--- src/rtl/evt_timer_pkg.sv ---
package evt_timer_pkg;

  localparam int PS_SEL_W = 3;
  localparam int PS_CNT_W = 1 << PS_SEL_W;

  // control word, MSB first: enable, ratio code, bypass, edge, source
  typedef struct packed {
    logic                irq_en;
    logic [PS_SEL_W-1:0] ps_sel;
    logic                ps_bypass;
    logic                edge_fall;
    logic                src_ext;
  } ctl_t;

  localparam int   CTL_W     = $bits(ctl_t);
  localparam ctl_t CTL_RESET = '{irq_en: 1'b0, ps_sel: '0, ps_bypass: 1'b1,
                                 edge_fall: 1'b0, src_ext: 1'b0};

endpackage

--- src/rtl/evt_timer_insync.sv ---
module evt_timer_insync #(
  parameter int STAGES = 2
) (
  input  logic clk,
  input  logic rst,
  input  logic pin_i,
  input  logic fall_sel_i,
  output logic edge_o
);

  // STAGES flops for metastability, one more to remember the last level
  logic [STAGES:0] sh_q;
  logic            rise, fall;

  always_ff @(posedge clk) begin
    if (rst) sh_q <= '0;
    else     sh_q <= {sh_q[STAGES-1:0], pin_i};
  end

  assign rise   =  sh_q[STAGES-1] & ~sh_q[STAGES];
  assign fall   = ~sh_q[STAGES-1] &  sh_q[STAGES];
  assign edge_o = fall_sel_i ? fall : rise;

  // a same-type edge can never be seen in two consecutive cycles
  AST_EDGE_SPACING: assert property (@(posedge clk) disable iff (rst)
    edge_o ##1 $stable(fall_sel_i) |-> !edge_o);

endmodule

--- src/rtl/evt_timer_presc.sv ---
module evt_timer_presc #(
  parameter int SEL_W = 3
) (
  input  logic             clk,
  input  logic             rst,
  input  logic             clr_i,
  input  logic             bypass_i,
  input  logic [SEL_W-1:0] sel_i,
  input  logic             src_i,
  output logic             pulse_o
);

  localparam int CW = 1 << SEL_W;

  logic [CW-1:0] cnt_q;
  logic [CW-1:0] mask;

  // mask has sel_i+1 low ones, so the ratio is 2^(sel_i+1)
  for (genvar g = 0; g < CW; g++) begin : g_mask
    localparam logic [SEL_W:0] GIDX = (SEL_W+1)'(g);
    assign mask[g] = (GIDX <= {1'b0, sel_i});
  end

  always_ff @(posedge clk) begin
    if (rst || clr_i)             cnt_q <= '0;
    else if (src_i && !bypass_i)  cnt_q <= cnt_q + 1'b1;
  end

  assign pulse_o = bypass_i ? src_i : (src_i && ((cnt_q & mask) == mask));

  // with division active, output pulses are at least two cycles apart
  AST_PS_SPACING: assert property (@(posedge clk) disable iff (rst)
    pulse_o && !bypass_i |=> (!pulse_o || bypass_i));

endmodule

--- src/rtl/evt_timer_core.sv ---
module evt_timer_core #(
  parameter int CNT_W    = 8,
  parameter int DELAY    = 2,
  parameter int HOLD_CYC = 2
) (
  input  logic             clk,
  input  logic             rst,
  input  logic             adv_i,
  input  logic             sleep_i,
  input  logic             wr_i,
  input  logic [CNT_W-1:0] wdata_i,
  input  logic             flag_clr_i,
  output logic [CNT_W-1:0] cnt_o,
  output logic             flag_o
);

  localparam int HW = $clog2(HOLD_CYC + 1);

  logic [DELAY-1:0] pipe_q;
  logic [HW-1:0]    hold_q;
  logic [CNT_W-1:0] cnt_q;
  logic             flag_q;
  logic             inc, wrap;

  // resynchronizing delay between the source pulse and the counter
  if (DELAY == 1) begin : g_dly1
    always_ff @(posedge clk) begin
      if (rst) pipe_q <= '0;
      else     pipe_q <= adv_i;
    end
  end else begin : g_dlyn
    always_ff @(posedge clk) begin
      if (rst) pipe_q <= '0;
      else     pipe_q <= {pipe_q[DELAY-2:0], adv_i};
    end
  end

  // write hold-off window
  always_ff @(posedge clk) begin
    if (rst)              hold_q <= '0;
    else if (wr_i)        hold_q <= HW'(HOLD_CYC);
    else if (hold_q != 0) hold_q <= hold_q - 1'b1;
  end

  assign inc  = pipe_q[DELAY-1] && (hold_q == 0) && !sleep_i && !wr_i;
  assign wrap = inc && (cnt_q == '1);

  always_ff @(posedge clk) begin
    if (rst)       cnt_q <= '0;
    else if (wr_i) cnt_q <= wdata_i;
    else if (inc)  cnt_q <= cnt_q + 1'b1;
  end

  always_ff @(posedge clk) begin
    if (rst)             flag_q <= 1'b0;
    else if (wrap)       flag_q <= 1'b1;
    else if (flag_clr_i) flag_q <= 1'b0;
  end

  assign cnt_o  = cnt_q;
  assign flag_o = flag_q;

  AST_WR_LOAD: assert property (@(posedge clk) disable iff (rst)
    wr_i |=> cnt_q == $past(wdata_i));
  AST_WR_HOLD1: assert property (@(posedge clk) disable iff (rst)
    wr_i ##1 !wr_i |=> $stable(cnt_q));
  AST_WR_HOLD2: assert property (@(posedge clk) disable iff (rst)
    wr_i ##1 !wr_i ##1 !wr_i |=> $stable(cnt_q));
  AST_SLEEP_HOLD: assert property (@(posedge clk) disable iff (rst)
    sleep_i && !wr_i |=> $stable(cnt_q));
  AST_STEP_ONE: assert property (@(posedge clk) disable iff (rst)
    !wr_i |=> (cnt_q == $past(cnt_q) || cnt_q == CNT_W'($past(cnt_q) + 1'b1)));
  AST_WRAP_FLAG: assert property (@(posedge clk) disable iff (rst)
    !wr_i && cnt_q == '1 ##1 cnt_q == '0 |-> flag_q);
  AST_FLAG_STICKY: assert property (@(posedge clk) disable iff (rst)
    flag_q && !flag_clr_i |=> flag_q);

endmodule

--- src/rtl/evt_timer.sv ---
module evt_timer
  import evt_timer_pkg::*;
#(
  parameter int CNT_W        = 8,
  parameter int SYNC_STAGES  = 2,
  parameter int DELAY_STAGES = 2,
  parameter int HOLD_CYC     = 2
) (
  input  logic             clk,
  input  logic             rst,
  input  logic             tick_i,
  input  logic             ext_i,
  input  logic             sleep_i,
  input  logic             cnt_we_i,
  input  logic [CNT_W-1:0] cnt_wdata_i,
  input  logic             ctl_we_i,
  input  logic [CTL_W-1:0] ctl_wdata_i,
  input  logic             flag_clr_i,
  output logic [CNT_W-1:0] cnt_o,
  output logic [CTL_W-1:0] ctl_o,
  output logic             flag_o,
  output logic             irq_o
);

  ctl_t ctl_q;
  logic pin_edge;
  logic src_raw, src_gated;
  logic ps_pulse;
  logic flag;

  always_ff @(posedge clk) begin
    if (rst)           ctl_q <= CTL_RESET;
    else if (ctl_we_i) ctl_q <= ctl_t'(ctl_wdata_i);
  end

  evt_timer_insync #(.STAGES(SYNC_STAGES)) u_sync (
    .clk        (clk),
    .rst        (rst),
    .pin_i      (ext_i),
    .fall_sel_i (ctl_q.edge_fall),
    .edge_o     (pin_edge)
  );

  assign src_raw   = ctl_q.src_ext ? pin_edge : tick_i;
  assign src_gated = src_raw && !sleep_i;

  evt_timer_presc #(.SEL_W(PS_SEL_W)) u_presc (
    .clk      (clk),
    .rst      (rst),
    .clr_i    (cnt_we_i),
    .bypass_i (ctl_q.ps_bypass),
    .sel_i    (ctl_q.ps_sel),
    .src_i    (src_gated),
    .pulse_o  (ps_pulse)
  );

  evt_timer_core #(
    .CNT_W    (CNT_W),
    .DELAY    (DELAY_STAGES),
    .HOLD_CYC (HOLD_CYC)
  ) u_core (
    .clk        (clk),
    .rst        (rst),
    .adv_i      (ps_pulse),
    .sleep_i    (sleep_i),
    .wr_i       (cnt_we_i),
    .wdata_i    (cnt_wdata_i),
    .flag_clr_i (flag_clr_i),
    .cnt_o      (cnt_o),
    .flag_o     (flag)
  );

  assign ctl_o  = ctl_q;
  assign flag_o = flag;
  assign irq_o  = flag && ctl_q.irq_en;

endmodule

--- config.mk ---
export PLATFORM = sky130hd
export DESIGN_NAME = evt_timer
export DESIGN_NICKNAME = d
export VERILOG_FILES = /design/src/rtl/evt_timer_pkg.sv /design/src/rtl/evt_timer_insync.sv /design/src/rtl/evt_timer_presc.sv /design/src/rtl/evt_timer_core.sv /design/src/rtl/evt_timer.sv
export SDC_FILE = /design/constraint.sdc
export NUM_CORES = 1
export LEC_CHECK = 0
export BUFFER_PORTS_ARGS = -buffer_cell sky130_fd_sc_hd__buf_2
export CAP_MARGIN = 0
export CORE_MARGIN = 2
export CORE_UTILIZATION = 40
export DETAILED_ROUTE_END_ITERATION = 10
export SLEW_MARGIN = 20
export SYNTH_ARGS = -nofsm -noshare
export SYNTH_HDL_FRONTEND = slang
export SYNTH_SLANG_ARGS = --single-unit
--- constraint.sdc ---
create_clock -name clk -period 2.1 [get_ports clk]
set_input_delay 0.105 -clock clk [delete_from_list [all_inputs] [get_ports clk]]
set_output_delay 0.105 -clock clk [all_outputs]
set_load 0.1 [all_outputs]
## After elaboration in Yosys (flattened, before gate mapping)

Index checks and enable logic that the tools add are counted.

- Bits in writable memories: 0
- Bits in latches: 0
- Input port bits: 23
- Bits in registers: 31
- Bits in read-only memories: 0
- Memories kept: 0

- Bitwise gates (word level): 5
- $add $sub $neg: 3
- Reduce and logical (&&, ||, !) cells: 18
- Multipliers: 0
- Shift operators: 0
- Magnitude comparators: 7
- Divide/modulo/power cells: 0
- Eq/ne operators: 2
- Multiplexer cells: 9

Operator list:

| operator | number |
|---|---|
| 8-bit by 1-bit adder with 8-bit output (second input constant) | 2 |
| 8-bit 2-to-1 mux | 2 |
| 3-bit less-or-equal comparator (first input constant) | 4 |
| 8-bit AND | 1 |
| 8-bit equality test | 1 |
| 8-bit equality test (second input constant) | 1 |
| 1-bit logical AND | 8 |
| 2-bit nonzero test | 4 |
| 2-bit by 3-bit less-or-equal comparator with 1-bit output (first input constant) | 2 |
| 1-bit 2-to-1 mux | 5 |
| 2-bit 2-to-1 mux | 2 |
| 1-bit by 3-bit less-or-equal comparator with 1-bit output (first input constant) | 1 |
| 1-bit zero test | 3 |
| 1-bit AND | 2 |
| 2-bit zero test | 1 |
| 1-bit inverter | 2 |
| 2-bit OR reduction | 1 |
| 2-bit by 1-bit subtractor with 2-bit output (second input constant) | 1 |
| 1-bit logical OR | 1 |

## Depth between registers and ports, before layout

Gate-level depths: netlist of the first run.

- Depth after elaboration: 7
- Mapped depth: 5
- Mapped depth without buffers: 4

## By module

A second synthesis of the first run with hierarchy kept.

- Cell total of the unflattened synthesis: 149
- Area, all modules: 1,387.6 um2

Modules (own cells, without submodules):

| module | area an instance (um2) | cells an instance | instances |
|---|---|---|---|
| evt_timer_core | 598.1 | 67 | 1 |
| evt_timer_presc | 416.6 | 48 | 1 |
| evt_timer | 271.5 | 25 | 1 |
| evt_timer_insync | 101.3 | 9 | 1 |

## Least setup slack after synthesis of the first run

Ideal clock, no wire load.

- Path type: reg-to-reg
- Start: register ctl_q (netlist bit ctl_o[0])
- End: register u_presc.cnt_q[6]
- Path slack: -135 ps
- Path buffers: 0
- Arrival time: 2,165 ps
- Period minus slack after synthesis: 2,235 ps
- Stages on the path, launching flop included: 5
- Cell sequence: dfxtp_1 -> nor2_1 -> a311o_1 -> or4_1 -> a21oi_1

- Cells in the longest elaborated chain, start to end: 3

RTL lines:

| element | RTL line | RTL |
|---|---|---|
| start: declaration | evt_timer.sv:25 | `ctl_t ctl_q;` |
| start signal: assignment | evt_timer.sv:33 | `else if (ctl_we_i) ctl_q <= ctl_t'(ctl_wdata_i);` |
| 1-bit 2-to-1 mux | evt_timer.sv:44 | `assign src_raw = ctl_q.src_ext ? pin_edge : tick_i;` |
| 1-bit logical AND | evt_timer.sv:45 | `assign src_gated = src_raw && !sleep_i;` |
| 1-bit logical AND | evt_timer_presc.sv:26 | `else if (src_i && !bypass_i) cnt_q <= cnt_q + 1'b1;` |
| end signal: assignment | evt_timer_presc.sv:26 |  |
| end: declaration | evt_timer_presc.sv:15 | `logic [CW-1:0] cnt_q;` |

No other way between the ends.
A chain may end at the register's enable or synchronous reset.

## Worst setup path in the final report of the first run

- Start: register ctl_q (netlist bit ctl_o[1])
- End: register u_presc.cnt_q[6]

- Cells in the longest elaborated chain, start to end: 4

RTL lines:

| element | RTL line | RTL |
|---|---|---|
| 1-bit 2-to-1 mux | evt_timer_insync.sv:22 | `assign edge_o = fall_sel_i ? fall : rise;` |
| 1-bit 2-to-1 mux | evt_timer.sv:44 |  |
| 1-bit logical AND | evt_timer.sv:45 |  |
| 1-bit logical AND | evt_timer_presc.sv:26 |  |

No other way between the ends.

==> impl_results.md, run 1 <==
- Clock Path Buffers: 2
- Drt wl/cell: 12.5 µm
- Cell Area, Synth: 1430 µm²
- Vias: 1259
- Die W: 63.8 µm
- # DRC: 0
- Final GP Congestion: 0.837
- DRT antenna net count: 0
- Hold Crit Class: input port to register
- Worst Max-Slew Pin Slew: 0.488 ns
- Critical path class: register to register
- Vias in the first global route: 1202
- Max Slew Vio Count: 0
- DP HPWL: 2260 µm
- Synth Flop Type: dfxtp_1
- Post-Syn Area per Cell: 8.99 µm²
- CP Max Fanout: 8
- Run status: completed
- Slew HR: 67.7%
- H-tree lvl count: 2
- Register bit total from synthesis: 31
- RSZ-0062 raised after global routing: false
- DRT Wirelength: 3100 µm
- Global-route wire length before repair: 5290 µm
- Hold Fails Final Rpt: 0
- Leakage power figure: 0.763 nW
- Starting DRC count in detailed routing: 83
- Max frequency: 526 MHz
- Die Y: 63.8 µm
- Worst-Skew Late Latency: 0.33 ns
- Initial antenna violation count: 0
- Initial Util: 42.2%
- Final Cycle Share: 90.5%
- Diodes inserted: 0
- Num CTS Buffers: 5
- PortBufs: 39
- Largest net degree at the start of global routing: 27
- Distinct cells, synth: 39
- Critical Path Source Type: register
- Leading post-synthesis cells by cell area: dfxtp_1 (43%), mux2i_1 (7.0%), a21oi_1 (4.6%)
- Syn Nets: 184
- Final core utilization: 51.6%
- Clock transition at path regs: 0.10 ns
- Top cell type's share of synthesized area: 43.4%
- Critical path data arrival time: 2.16 ns
- Clk sinks: 31
- TNS Setup: 0 ns
- PwrDens: 739 nW/µm²
- TritonCTS clock tree: done
- Clock Root Buffer: clkbuf_4
- Core Region: 3390 µm²
- GRT Overall Usage: 16.7%
- Io pins: 40
- Max-cap violations: 0
- Yosys top cell by area: dfxtp_1
- Top-count cell post-synth: dfxtp_1
- Row count: 21
- Setup violators final: 0
- DR pass1 iterations: 4
- Overflow left after global routing: 0
- Crit. End Element: register
- Via/cell ratio: 5.08
- Max VDD drop: 368 µV
- Share of layout cells above drive strength 1: 27.2%
- Ys async rst share: 0%
- Mapped Cells: 159
- Seq/Total Area, Yosys: 43.4%
- Critical Path RT: 2.36 ns
- Resize count post-CTS: 0
- Area Overhead vs Synth: 22.4%
- Number of synthesized flops with an enable pin: 0
- Die area: 4070 µm²
- Synth warnings: 0
- Layout Skew: 0.00734 ns
- Nets: 226
- Tmin final: 1.90 ns
- Post-synth top cells: dfxtp_1 (31), nor2_1 (16), a21oi_1 (13), mux2i_1 (10)
metrics by stage:
| stage | power (mW) | worst slack, ns | cells | hold slack, ns | instance area (µm²) |
|---|---|---|---|---|---|
| floorplan | 0.852 | 0.0151 | 159 | 0.177 | 1430 |
| global placement | 0.899 | 0.283 | 238 | 0.317 | 1660 |
| detailed placement | 0.906 | 0.208 | 238 | 0.322 | 1660 |
| CTS | 1.30 | 0.191 | 248 | 0.00450 | 1750 |
| global route | 1.35 | 0.0699 | 248 | 0.0130 | 1750 |
| finish | 1.29 | 0.200 | 248 | 0.00827 | 1750 |
registers in the layout (all words and copies together), names as in the netlist:
signal / cells
u_core.cnt_o: 8
u_presc.cnt_q: 8
ctl_o: 7
u_sync.sh_q: 3
u_core.hold_q: 2
u_core.pipe_q: 2
u_core.flag_o: 1
final timing paths:
path / from / end / slack, ns / depth (start not counted)
hold reg to reg: u_sync.sh_q[0]$_SDFF_PP0_ / u_sync.sh_q[1]$_SDFF_PP0_ / 0.45 / 1
hold / removal: ctl_wdata_i[3] / ctl_o[3]$_SDFFE_PP0P_ / 0.008 / 3
setup reg to reg: ctl_o[1]$_SDFFE_PP0P_ / u_presc.cnt_q[6]$_SDFFE_PP0P_ / 0.20 / 4
setup / recovery: ctl_o[1]$_SDFFE_PP0P_ / u_presc.cnt_q[6]$_SDFFE_PP0P_ / 0.20 / 4
where the power goes:
group / leakage [nW] / internal (mW) / switching (mW)
logic: 0.470 / 0.0679 / 0.190
clock network: 0.0386 / 0.197 / 0.201
registers: 0.255 / 0.612 / 0.0233
cell families after synthesis:
family          Yosys count  share of synthesized area, %
simple gates             59                          22.9
compound gates           32                          14.4
flops                    31                          43.4
buf+inv                  16                          4.73
mux                      11                          7.79
xor+xnor                  8                          4.90
fa+ha+maj                 2                          1.75
repair_timing:
item	4_1_cts	5_1_grt
buffers inserted	0	0
endpoints found under the hold margin	2	0
hold buffers	2	0
metal layers:
layer  vias up  track usage (%)  share of wire (%)
met2        31             29.2                 51
met5         -                0                  0
met1       582             18.4                 44
li1        640                -                  -
met3         6             5.99                3.7
met4         0             6.52                1.2
worst max-delay path: stages, from the launching register on:
cell     delay (ns)
dfxtp_1        0.34
or3b_1         0.40
a311o_1        0.43
or4_1          0.52
a21oi_1        0.16
cells in the final DEF (no fill, tap or decap), types with 2 or more instances in the layout:
cell type and count:
mux2i_1 10, o21ai_0 3, xnor2_1 7, o21a_1 6
or4_1 2, inv_1 8, or2_2 2, dlygate4sd3_1 2
a21oi_1 13, nor2_1 16, nand3b_1 2, o31ai_1 2
or3_1 2, ha_1 2, a311oi_1 2, buf_2 39
clkbuf_4 5, nand2_1 8, and2_1 2, nand3_1 4
nor2b_1 6, clkbuf_8 2, nand4_1 5, buf_4 2
dfxtp_1 30, nand2b_1 2
area by class of cell:
cell class / instances / area [µm²]
timing repair buffer: 43 / 230
tap: 46 / 57.6
fill: 328 / 1640
multi-input combinational: 112 / 741
inverter: 8 / 30.0
sequential: 31 / 622
clock buffer: 8 / 68.8
No activity file was read; power rests on OpenSTA's default activity.
==> run 2, diff against run 1 <==
--- a/config.mk
+++ b/config.mk
@@ -5,11 +5,15 @@
 export SDC_FILE = /design/constraint.sdc
 export NUM_CORES = 1
 export LEC_CHECK = 0
+export ABC_AREA = 1
 export BUFFER_PORTS_ARGS = -buffer_cell sky130_fd_sc_hd__buf_2
 export CAP_MARGIN = 0
+export CELL_PAD_IN_SITES_DETAIL_PLACEMENT = 0
+export CELL_PAD_IN_SITES_GLOBAL_PLACEMENT = 1
 export CORE_MARGIN = 2
-export CORE_UTILIZATION = 40
+export CORE_UTILIZATION = 36
 export DETAILED_ROUTE_END_ITERATION = 10
+export PLACE_DENSITY_LB_ADDON = 0.1
 export SLEW_MARGIN = 20
 export SYNTH_ARGS = -nofsm -noshare
 export SYNTH_HDL_FRONTEND = slang
==> run 2 against run 1 <==
  * Area after synthesis grew 4.7%
  * Sequential share of layout area shrank 1.8 points
  * Power grew 16%
  * Largest power group unchanged
  * Register-to-register slack better by 0.59 ns
  * Flip-flop and latch count did not move
==> impl_results.md, run 2 <==
- GRT Overall Usage: 16.3% (was 16.7%)
- # DRC: 0 (unchanged)
- DRT antenna net count: 0 (unchanged)
- Final core utilization: 45.9% (was 51.6%)
- Register bit total from synthesis: 31 (unchanged)
- H-tree lvl count: 2 (unchanged)
- Flop pwr share: 42.5% (was 49.2%)
- Die Y: 68.5 µm (was 63.8 µm)
- Area Overhead vs Synth: 22.7% (was 22.4%)
- Hold_buf cts: 0 (was 2)
- Row count: 23 (was 21)
- Global-route wire length before repair: 5600 µm (was 5290 µm)
- Hold Crit Class: input port to register (unchanged)
- Overflow left after global routing: 0 (unchanged)
- Diodes inserted: 0 (unchanged)
- Leakage power figure: 0.821 nW (was 0.763 nW)
- Setup violators final: 0 (unchanged)
- Place WS: 0.806 ns (was 0.208 ns)
- Vias in the first global route: 1287 (was 1202)
- Die W: 68.5 µm (was 63.8 µm)
- DP HPWL: 2460 µm (was 2260 µm)
- Commonest cells after routing, fill and taps aside: nand2_1 (49), buf_2 (39), dfxtp_1 (31), nor2_1 (23), inv_1 (20) (was buf_2 (39), dfxtp_1 (30), nor2_1 (16), a21oi_1 (13), mux2i_1 (10))
- Starting DRC count in detailed routing: 36 (was 83)
- PortBufs: 39 (unchanged)
- Critical Path RT: 2.31 ns (was 2.36 ns)
- DR pass1 iterations: 4 (unchanged)
- Critical path class: register to register (unchanged)
- Max frequency: 761 MHz (was 526 MHz)
- Tmin final: 1.31 ns (was 1.90 ns)
- Internal: 1.05 mW (was 877 µW)
- Yosys top cell by area: dfxtp_1 (unchanged)
- Crit. End Element: register (unchanged)
- Ys async rst share: 0% (unchanged)
- Critical Path Source Type: register (unchanged)
- Post-CTS Setup Bufs: 0 (unchanged)
- TritonCTS clock tree: done (unchanged)
- Worst path slowest cell: dfxtp_1 (was or4_1)
- Clock transition at path regs: 0.07 ns (was 0.10 ns)
- Worst-Skew Late Latency: 0.28 ns (was 0.33 ns)
- DRT Wirelength: 3280 µm (was 3100 µm)
- Number of synthesized flops with an enable pin: 0 (unchanged)
- Max Slew Vio Count: 0 (unchanged)
- Vias: 1402 (was 1259)
- Final Cycle Share: 62.6% (was 90.5%)
- Initial antenna violation count: 0 (unchanged)
- Num CTS Buffers: 5 (unchanged)
- Max-cap violations: 0 (unchanged)
- Io pins: 40 (unchanged)
- Initial Util: 37.4% (was 42.2%)
- CP Max Fanout: 5 (was 8)
- Layout Skew: 0.00699 ns (was 0.00734 ns)
- Synth Flop Type: dfxtp_1 (unchanged)
- Top cell type's share of synthesized area: 41.5% (was 43.4%)
- Run status: completed (unchanged)
- Final hold slack: 0.0315 ns (was 0.00827 ns)
- Post-Syn Area per Cell: 7.16 µm² (was 8.99 µm²)
- Distinct cells, synth: 28 (was 39)
- Largest net degree at the start of global routing: 13 (was 27)
- Hold Fails Final Rpt: 0 (unchanged)
- Clock Path Buffers: 2 (unchanged)
- Max VDD drop: 324 µV (was 368 µV)
- Worst Max-Slew Pin Slew: 0.488 ns (about the same)
- Core Region: 4000 µm² (was 3390 µm²)
- Die area: 4690 µm² (was 4070 µm²)
- Switching power: 447 µW (was 415 µW)
- Non-filler cells, final: 300 (was 248)
- Mapped Cells: 209 (was 159)
- Synth warnings: 0 (unchanged)
- Final GP Congestion: 0.725 (was 0.837)
- TNS Setup: 0 ns (unchanged)
- Switching part of the total: 29.8% (was 32.1%)
- Share of layout cells above drive strength 1: 24.0% (was 27.2%)
- Slowest stage delay, CP: 0.41 ns (was 0.52 ns)
- Delay-heaviest family, CP: flip-flops (was simple AND/OR/NAND/NOR gates)
- Inst Count DP: 292 (was 238)
- Top-count cell post-synth: nand2_1 (was dfxtp_1)
- Commonest non-fill, non-tap cell in the layout: nand2_1 (was buf_2)
- Via/cell ratio: 4.67 (was 5.08)
- RSZ-0062 raised after global routing: false (unchanged)
- Slew HR: 67.7% (about the same)
- Syn Nets: 234 (was 184)
- Clock Root Buffer: clkbuf_8 (was clkbuf_4)
- Clk sinks: 31 (unchanged)
- Nets: 274 (was 226)
- PwrDens: 816 nW/µm² (was 739 nW/µm²)
- Seq/Total Area, Yosys: 41.5% (was 43.4%)
- Critical path data arrival time: 1.52 ns (was 2.16 ns)
- Resize count post-CTS: 0 (unchanged)
- CP Buf/Inv Count: 0 (unchanged)
- Leading post-synthesis cells by cell area: dfxtp_1 (41%), nand2_1 (12%), a21oi_1 (6.4%) (was dfxtp_1 (43%), mux2i_1 (7.0%), a21oi_1 (4.6%))
- Cell Area, Synth: 1500 µm² (was 1430 µm²)
- CP Cell Sequence: ha_1 -> nand3_1 -> nor2_1 -> a21o_1 -> nand2_1 -> a21oi_1 (was or3b_1 -> a311o_1 -> or4_1 -> a21oi_1)
- Clk pwr share: 40.4% (was 30.8%)
- Drt wl/cell: 10.9 µm (was 12.5 µm)
- Worst setup margin: 0.786 ns (was 0.200 ns)
- Post-synth top cells: nand2_1 (49), dfxtp_1 (31), nor2_1 (23), inv_1 (20), a21oi_1 (19) (was dfxtp_1 (31), nor2_1 (16), a21oi_1 (13), mux2i_1 (10))
- Comb pwr share: 17.0% (was 20.0%)
==> run 2: worst min-delay path: cells and delay by family <==
family                 cells  cell delay (ns)
and+or+nand+nor            1             0.03
buffers and inverters      2             0.13
==> run 2: power groups by stage <==
stage	logic (mW)	clock network, mW	registers [mW]
global placement	0.258	0	0.651
global route	0.273	0.657	0.642
detailed placement	0.257	0	0.651
floorplan	0.0903	0	0.763
finish	0.255	0.606	0.637
CTS	0.257	0.625	0.638
==> run 2: metal layers <==
| layer | track usage, % | share of wire [%] |
|---|---|---|
| met1 | 20.0 | 50 |
| met2 | 26.2 | 44 |
| met3 | 5.26 | 4.5 |
| met4 | 6.75 | 1.4 |
| met5 | 0 | 0 |
==> run 2: final cells by class <==
class / count / area (µm²)
Clock buffer: 6 / 82.6
Clock inverter: 2 / 35.0
Fill cell: 431 / 2160
Inverter: 22 / 82.6
Multi-Input combinational cell: 150 / 758
Sequential cell: 31 / 621
Tap cell: 50 / 62.6
Timing Repair Buffer: 39 / 195
==> run 2: per-stage QoR <==
stage | power (mW) | cell area [µm²]
after detailed placement | 0.908 | 1720
after CTS | 1.52 | 1840
after global placement | 0.909 | 1720
final | 1.50 | 1840
after floorplan | 0.854 | 1500
after global routing | 1.57 | 1840
==> run 2: final timing paths <==
check | endpoint | cells after the start | slack (ns) | start
setup reg to reg | u_core.cnt_o[6]$_SDFFE_PP0P_ | 6 | 0.79 | u_core.cnt_o[0]$_SDFFE_PP0P_
setup / recovery | u_core.cnt_o[6]$_SDFFE_PP0P_ | 6 | 0.79 | u_core.cnt_o[0]$_SDFFE_PP0P_
hold / removal | u_sync.sh_q[0]$_SDFF_PP0_ | 3 | 0.03 | ext_i
hold reg to reg | u_sync.sh_q[1]$_SDFF_PP0_ | 2 | 0.40 | u_sync.sh_q[0]$_SDFF_PP0_
==> run 2: logic make-up after synthesis <==
kind of cell	count (synthesis)	share of synthesized area [%]
fa+ha+maj	2	1.67
buf+inv	28	7.86
flops	31	41.5
simple gates	101	30.8
xor+xnor	6	3.51
compound gates	41	14.7
